<file path="config.mk">
export PLATFORM = sky130hd
export DESIGN_NAME = serial_rx_status
export DESIGN_NICKNAME = d
export VERILOG_FILES = /design/src/rtl/srx_pkg.sv /design/src/rtl/srx_sync.sv /design/src/rtl/srx_frame.sv /design/src/rtl/serial_rx_status.sv
export SDC_FILE = /design/constraint.sdc
export NUM_CORES = 1
export LEC_CHECK = 0
export BUFFER_PORTS_ARGS = -buffer_cell sky130_fd_sc_hd__buf_2
export CORE_MARGIN = 8
export CORE_UTILIZATION = 32
export CTS_CLUSTER_DIAMETER = 30
export CTS_CLUSTER_SIZE = 24
export DETAILED_ROUTE_END_ITERATION = 6
export PLACE_DENSITY = 0.52
export SKIP_LAST_GASP = 1
export SYNTH_ARGS = -nofsm -noshare
export SYNTH_HDL_FRONTEND = slang
export SYNTH_HIERARCHICAL = 1
export SYNTH_SLANG_ARGS = --single-unit
</file>
<file path="constraint.sdc">
create_clock -name clk -period 6.99 [get_ports clk]
set_input_delay 0.699 -clock clk [delete_from_list [all_inputs] [get_ports clk]]
set_output_delay 0.699 -clock clk [all_outputs]
set_load 0.05 [all_outputs]
</file>
<file path="src/rtl/srx_pkg.sv">
package srx_pkg;

  typedef enum logic [2:0] {
    S_IDLE,
    S_START,
    S_DATA,
    S_PAR,
    S_STOP
  } rx_state_e;

  // a parity bit is present in the frame unless the top mode bit is set
  function automatic logic par_used(input logic [2:0] mode);
    return !mode[2];
  endfunction

  // value the parity bit must carry for a given data byte and mode
  function automatic logic par_expect(input logic [7:0] data, input logic [2:0] mode);
    logic r;
    case (mode[1:0])
      2'b00:   r = ^data;
      2'b01:   r = ~^data;
      2'b10:   r = 1'b0;
      default: r = 1'b1;
    endcase
    return r;
  endfunction

endpackage

</file>
<file path="src/rtl/srx_sync.sv">
module srx_sync #(
  parameter int STAGES = 2
) (
  input  logic clk,
  input  logic rst_n,
  input  logic d,
  output logic q
);
  logic [STAGES-1:0] chain;

  always_ff @(posedge clk or negedge rst_n) begin
    if (!rst_n) chain <= '1;
    else        chain <= {chain[STAGES-2:0], d};
  end

  assign q = chain[STAGES-1];
endmodule

</file>
<file path="src/rtl/srx_frame.sv">
module srx_frame
  import srx_pkg::*;
#(
  parameter int CNT_W  = 16,
  parameter int DATA_W = 8
) (
  input  logic              clk,
  input  logic              rst_n,
  input  logic              line,
  input  logic [CNT_W-1:0]  bit_cycles,
  input  logic [2:0]        par_mode,
  output logic              char_done,
  output logic [DATA_W-1:0] char_data,
  output logic              char_par_bad
);
  localparam int IDX_W = (DATA_W > 1) ? $clog2(DATA_W) : 1;
  localparam logic [IDX_W-1:0] LAST_IDX = IDX_W'(DATA_W - 1);

  rx_state_e         state;
  logic [CNT_W-1:0]  cnt;
  logic [IDX_W-1:0]  idx;
  logic [DATA_W-1:0] shreg;
  logic [2:0]        mode_q;
  logic              prev;
  logic              bad_q;
  logic              sample_now;

  assign sample_now = (state != S_IDLE) && (cnt == '0);

  always_ff @(posedge clk or negedge rst_n) begin
    if (!rst_n) begin
      state  <= S_IDLE;
      cnt    <= '0;
      idx    <= '0;
      shreg  <= '0;
      mode_q <= '0;
      prev   <= 1'b1;
      bad_q  <= 1'b0;
    end else begin
      prev <= line;
      if (state == S_IDLE) begin
        if (prev && !line) begin
          state  <= S_START;
          cnt    <= (bit_cycles >> 1) - CNT_W'(1);
          mode_q <= par_mode;
          bad_q  <= 1'b0;
        end
      end else if (!sample_now) begin
        cnt <= cnt - CNT_W'(1);
      end else begin
        cnt <= bit_cycles - CNT_W'(1);
        unique case (state)
          S_START: begin
            if (line) state <= S_IDLE;
            else begin
              state <= S_DATA;
              idx   <= '0;
            end
          end
          S_DATA: begin
            shreg <= {line, shreg[DATA_W-1:1]};
            if (idx == LAST_IDX) state <= par_used(mode_q) ? S_PAR : S_STOP;
            else                 idx   <= idx + IDX_W'(1);
          end
          S_PAR: begin
            bad_q <= (line != par_expect(shreg, mode_q));
            state <= S_STOP;
          end
          S_STOP:  state <= S_IDLE;
          default: state <= S_IDLE;
        endcase
      end
    end
  end

  assign char_done    = sample_now && (state == S_STOP);
  assign char_data    = shreg;
  assign char_par_bad = bad_q;


  glitch_idle_chk: assert property (@(posedge clk) disable iff (!rst_n)
    (state == S_START && sample_now && line) |=> (state == S_IDLE));


  no_par_slot_chk: assert property (@(posedge clk) disable iff (!rst_n)
    (state == S_PAR) |-> par_used(mode_q));


  no_par_err_chk: assert property (@(posedge clk) disable iff (!rst_n)
    (char_done && !par_used(mode_q)) |-> !char_par_bad);
endmodule

</file>
<file path="src/rtl/serial_rx_status.sv">
module serial_rx_status
  import srx_pkg::*;
#(
  parameter int CNT_W       = 16,
  parameter int SYNC_STAGES = 2
) (
  input  logic             clk,
  input  logic             rst_n,
  input  logic             rxd,
  input  logic [CNT_W-1:0] bit_cycles,
  input  logic [2:0]       par_mode,
  input  logic             rd_strobe,
  input  logic             clr_status,
  output logic [7:0]       rx_data,
  output logic             rx_ready,
  output logic             overrun,
  output logic             parity_err
);
  localparam int DATA_W = 8;

  logic              line_s;
  logic              char_done;
  logic [DATA_W-1:0] char_data;
  logic              char_par_bad;
  logic              ovr_event;

  srx_sync #(.STAGES(SYNC_STAGES)) u_sync (
    .clk(clk), .rst_n(rst_n), .d(rxd), .q(line_s)
  );

  srx_frame #(.CNT_W(CNT_W), .DATA_W(DATA_W)) u_frame (
    .clk(clk), .rst_n(rst_n), .line(line_s),
    .bit_cycles(bit_cycles), .par_mode(par_mode),
    .char_done(char_done), .char_data(char_data), .char_par_bad(char_par_bad)
  );

  assign ovr_event = char_done && rx_ready && !rd_strobe;

  always_ff @(posedge clk or negedge rst_n) begin
    if (!rst_n) begin
      rx_data    <= '0;
      rx_ready   <= 1'b0;
      overrun    <= 1'b0;
      parity_err <= 1'b0;
    end else begin
      if (char_done) begin
        rx_data  <= char_data;
        rx_ready <= 1'b1;
      end else if (rd_strobe) begin
        rx_ready <= 1'b0;
      end
      overrun    <= (overrun && !clr_status) || ovr_event;
      parity_err <= (parity_err && !clr_status) || (char_done && char_par_bad);
    end
  end


  ready_on_done_chk: assert property (@(posedge clk) disable iff (!rst_n)
    char_done |=> rx_ready);


  read_clears_chk: assert property (@(posedge clk) disable iff (!rst_n)
    (rd_strobe && !char_done) |=> !rx_ready);


  ovr_set_chk: assert property (@(posedge clk) disable iff (!rst_n)
    (char_done && rx_ready && !rd_strobe) |=> (overrun && rx_ready));


  ovr_hold_chk: assert property (@(posedge clk) disable iff (!rst_n)
    (overrun && !clr_status) |=> overrun);


  pare_hold_chk: assert property (@(posedge clk) disable iff (!rst_n)
    (parity_err && !clr_status) |=> parity_err);


  same_cycle_chk: assert property (@(posedge clk) disable iff (!rst_n)
    (char_done && rd_strobe && !overrun) |=> (rx_ready && !overrun));
endmodule

</file>
==> impl_results.md <==
* Status: completed
* Peak supply drop at 0.000108 V
* Rows at 34
* Vias post-DR at 2322
* Crit-path cells: nor3_1 > and2_1 > and2_1 > a21oi_1 > nor2_1 > a21oi_1 > ha_1 > nand2_1 > or3b_4 > nand3b_1 > xnor2_1 > o21ai_0
* Routability congestion estimate at 0.865
* Num ports at 35
* Clock Skew at 5.58 ps
* CTS H-tree lvls at 2
* Initial Util at 32.7%
* Mux cell area share after synthesis at 11.1%
* Post-Syn Area per Cell at 9.53 um^2
* Library cells used by synthesis at 55
* Post-Synth Adder-Cell Area at 1.33%
* Largest net degree at the start of global routing at 49
* CP required at 7180 ps
* DRC Markers at 0
* Fmax at 0.317 GHz
* DRT Pass-1 Iters at 4
* Post-Synth Simple-Gate Area at 19.2%
* Mapped Nets at 323
* Post-synth top cells: dfrtp_1, nand2_1, nor2_1, o21ai_0
* Critical Path AT at 3350 ps
* Worst Setup Start Kind: register
* Crit Path Class: register to register
* Seq/Total Area, Yosys at 42.7%
* Final Hold Vio Count at 0
* Mapped Cells at 296
* Slowest stage cell, crit path: nor3_1
* Critical path endpoint category: register
* Share of cells above drive strength 1 at 24.1%
* Share of the synthesized area in the top cell type at 39.9%
* Avg WL per Cell at 15.6 um
* Clk sinks at 48
* Main combinational cell family by area after synthesis: simple AND/OR/NAND/NOR gates
* First-pass GRT wire length at 11200 um
* CTS clock-pin slew for the worst setup and hold paths at 100 ps
* Antenna viol nets, final at 0
* PostCTS Resize Cnt at 0
* Critical-path maximum fanout at 11
* Final #Nets at 354
* CTS tree: yes
* ANT cells at 0
* Sequential share of power at 37.1%
* EDFF count, synth at 0
* R2R depth at 12
* PwrDens at 363 nW/um^2
* DIE HEIGHT at 110 um
* Slew Limit Fails at 0
* Fillers at 907
* Post-DP HPWL at 4850 um
* Drt initial violations at 97
* Seq. cell area at 1200 um^2
* I/O Buffers at 34
* Syn-to-layout area delta at 13.7%
* WHS at 360 ps
* Post-CTS setup buffer count at 0
* Root buf cell: clkbuf_8
* Number of max-cap violations at 0
* Core area at 8640 um^2
* Sw Ratio at 42.6%
* Setup violators final at 0
* CTS Hold Bufs at 0
* Multi-input logic area at 1520 um^2
* Clock power share at 18.1%
* Net switching power at 0.000496 W
* Die Width at 110 um
* Top-count cell post-synth: dfrtp_1
* Routed WL at 6780 um
* XOR/XNOR Fraction of Synth Area at 5.90%
* Cts bufs inserted at 5
* Yosys warning count at 6
* Pleak at 1.39 nW
* Comb pwr share at 44.8%
* Total grt overflow at 0
* Worst-Margin Slew at 692 ps
* Global-route usage over all layers at 11.8%
* Clock tree buffer depth at 2
* Async SR Flop Fraction at 100%
* Number of global-route vias before repair at 2224
* Via density at 5.33
* Post-synthesis cell type with the largest combined area: dfrtp_1
* Yosys reg bits at 48
* Setup TNS Final at 0 ps
* Peak per-stage delay on the critical path at 520 ps
* Worst Hold Class: register to register
* Mapped Area at 2820 um^2
* Internal power at 0.000668 W
* Worst slew margin relative to its limit at 53.9%
* Initial antenna violation count at 0
* Top_reg_cell synth: dfrtp_1
* Top post-synthesis cells by area: dfrtp_1, mux2_2, xnor2_1
* Period utilization at 45.2%
* RSZ-0062 raised after global routing: no
* Hold Crit Depth at 0
* Complex-gate fraction of the synthesized area at 16.3%
* Tmin final at 3160 ps
* Die area at 12100 um^2
* Worst skew pair latency at 300 ps
==> final timing paths <==
path	start	end	slack, ps
max	u_frame/cnt[3]$_DFFE_PN0P_	u_frame/cnt[14]$_DFFE_PN0P_	3830
min in group asynchronous	rst_n	u_frame/cnt[9]$_DFFE_PN0P_	470
min reg2reg	u_sync/chain[0]$_DFF_PN1_	u_sync/chain[1]$_DFF_PN1_	360
max reg2reg	u_frame/cnt[3]$_DFFE_PN0P_	u_frame/cnt[14]$_DFFE_PN0P_	3830
min	u_sync/chain[0]$_DFF_PN1_	u_sync/chain[1]$_DFF_PN1_	360
max in group asynchronous	rst_n	u_frame/state[0]$_DFFE_PN0P_	6100
==> registers in the layout, summed over array words and instances, names as in the netlist <==
signal,count
u_frame/mode_q,3
u_frame/state,3
u_sync/chain,2
u_frame/cnt,16
u_frame/prev,1
u_frame/idx,3
rx_data,8
u_frame/char_data,8
overrun,1
u_frame/char_par_bad,1
rx_ready,1
parity_err,1
==> kinds of logic after synthesis <==
group                    Yosys count
AO/OA/AOI/OAI                     71
multiplexers                      26
buffers and inverters             21
adder cells (fa/ha/maj)            3
XOR/XNOR                          19
AND/OR/NAND/NOR                  108
flip-flops                        48
==> power by group through the flow <==
stage | Clock (W) | Combinational [W] | Sequential [W]
after floorplan | 0 | 0.000440 | 0.000395
after global placement | 0 | 0.000519 | 0.000435
after detailed placement | 0 | 0.000518 | 0.000437
after CTS | 0.000220 | 0.000520 | 0.000431
after global routing | 0.000231 | 0.000589 | 0.000441
final | 0.000211 | 0.000521 | 0.000432
==> per-layer routing <==
| layer | vias to the layer above | track usage (%) | part of all wire (%) |
|---|---|---|---|
| met5 | - | 0 | 0 |
| met4 | 0 | 3.18 | 0.63 |
| met3 | 4 | 2.99 | 5.9 |
| met2 | 55 | 18.6 | 45 |
| met1 | 1128 | 15.7 | 48 |
| li1 | 1135 | - | - |
==> final cells by class <==
cell class	instances	share of cell area (%)
Multi-Input combinational cell	227	47.5
Sequential cell	48	37.6
Timing Repair Buffer	38	6.25
Tap cell	108	4.22
Clock buffer	5	2.15
Clock inverter	3	1.48
Inverter	7	0.820
==> through the flow <==
| stage | cells | power [W] | utilization, % | worst slack [ps] | cell area (um^2) |
|---|---|---|---|---|---|
| after floorplan | 296 | 0.000835 | - | 3990 | 2820 |
| after global placement | 428 | 0.000954 | 35.8 | 3990 | 3090 |
| after detailed placement | 428 | 0.000955 | 35.8 | 3890 | 3090 |
| after CTS | 436 | 0.00117 | 37.1 | 3870 | 3210 |
| after global routing | 436 | 0.00126 | 37.1 | 3660 | 3210 |
| final | 436 | 0.00116 | 37.1 | 3830 | 3210 |
==> critical path, delay by kind of cell, from the launching register on <==
kind                     cells  cell delay, ps
AND/OR/NAND/NOR              7            1930
flip-flops                   1             450
AO/OA/AOI/OAI                3             270
adder cells (fa/ha/maj)      1             260
XOR/XNOR                     1             110
==> cells in the final DEF, fill, tap and decap left out, types with 7 or more instances in the layout <==
cell | netlist | routed
a31oi_1 | 7 | 7
inv_1 | 7 | 7
mux2_4 | 7 | 7
dfrtp_1 | 45 | 45
nand2_1 | 31 | 31
o21ai_0 | 20 | 20
mux2_2 | 14 | 14
nor4_1 | 10 | 10
buf_2 | 4 | 34
xnor2_1 | 14 | 14
nor2_1 | 28 | 28
a21oi_1 | 14 | 14
nor3_1 | 9 | 9
Power figures use the tool's default switching activity.
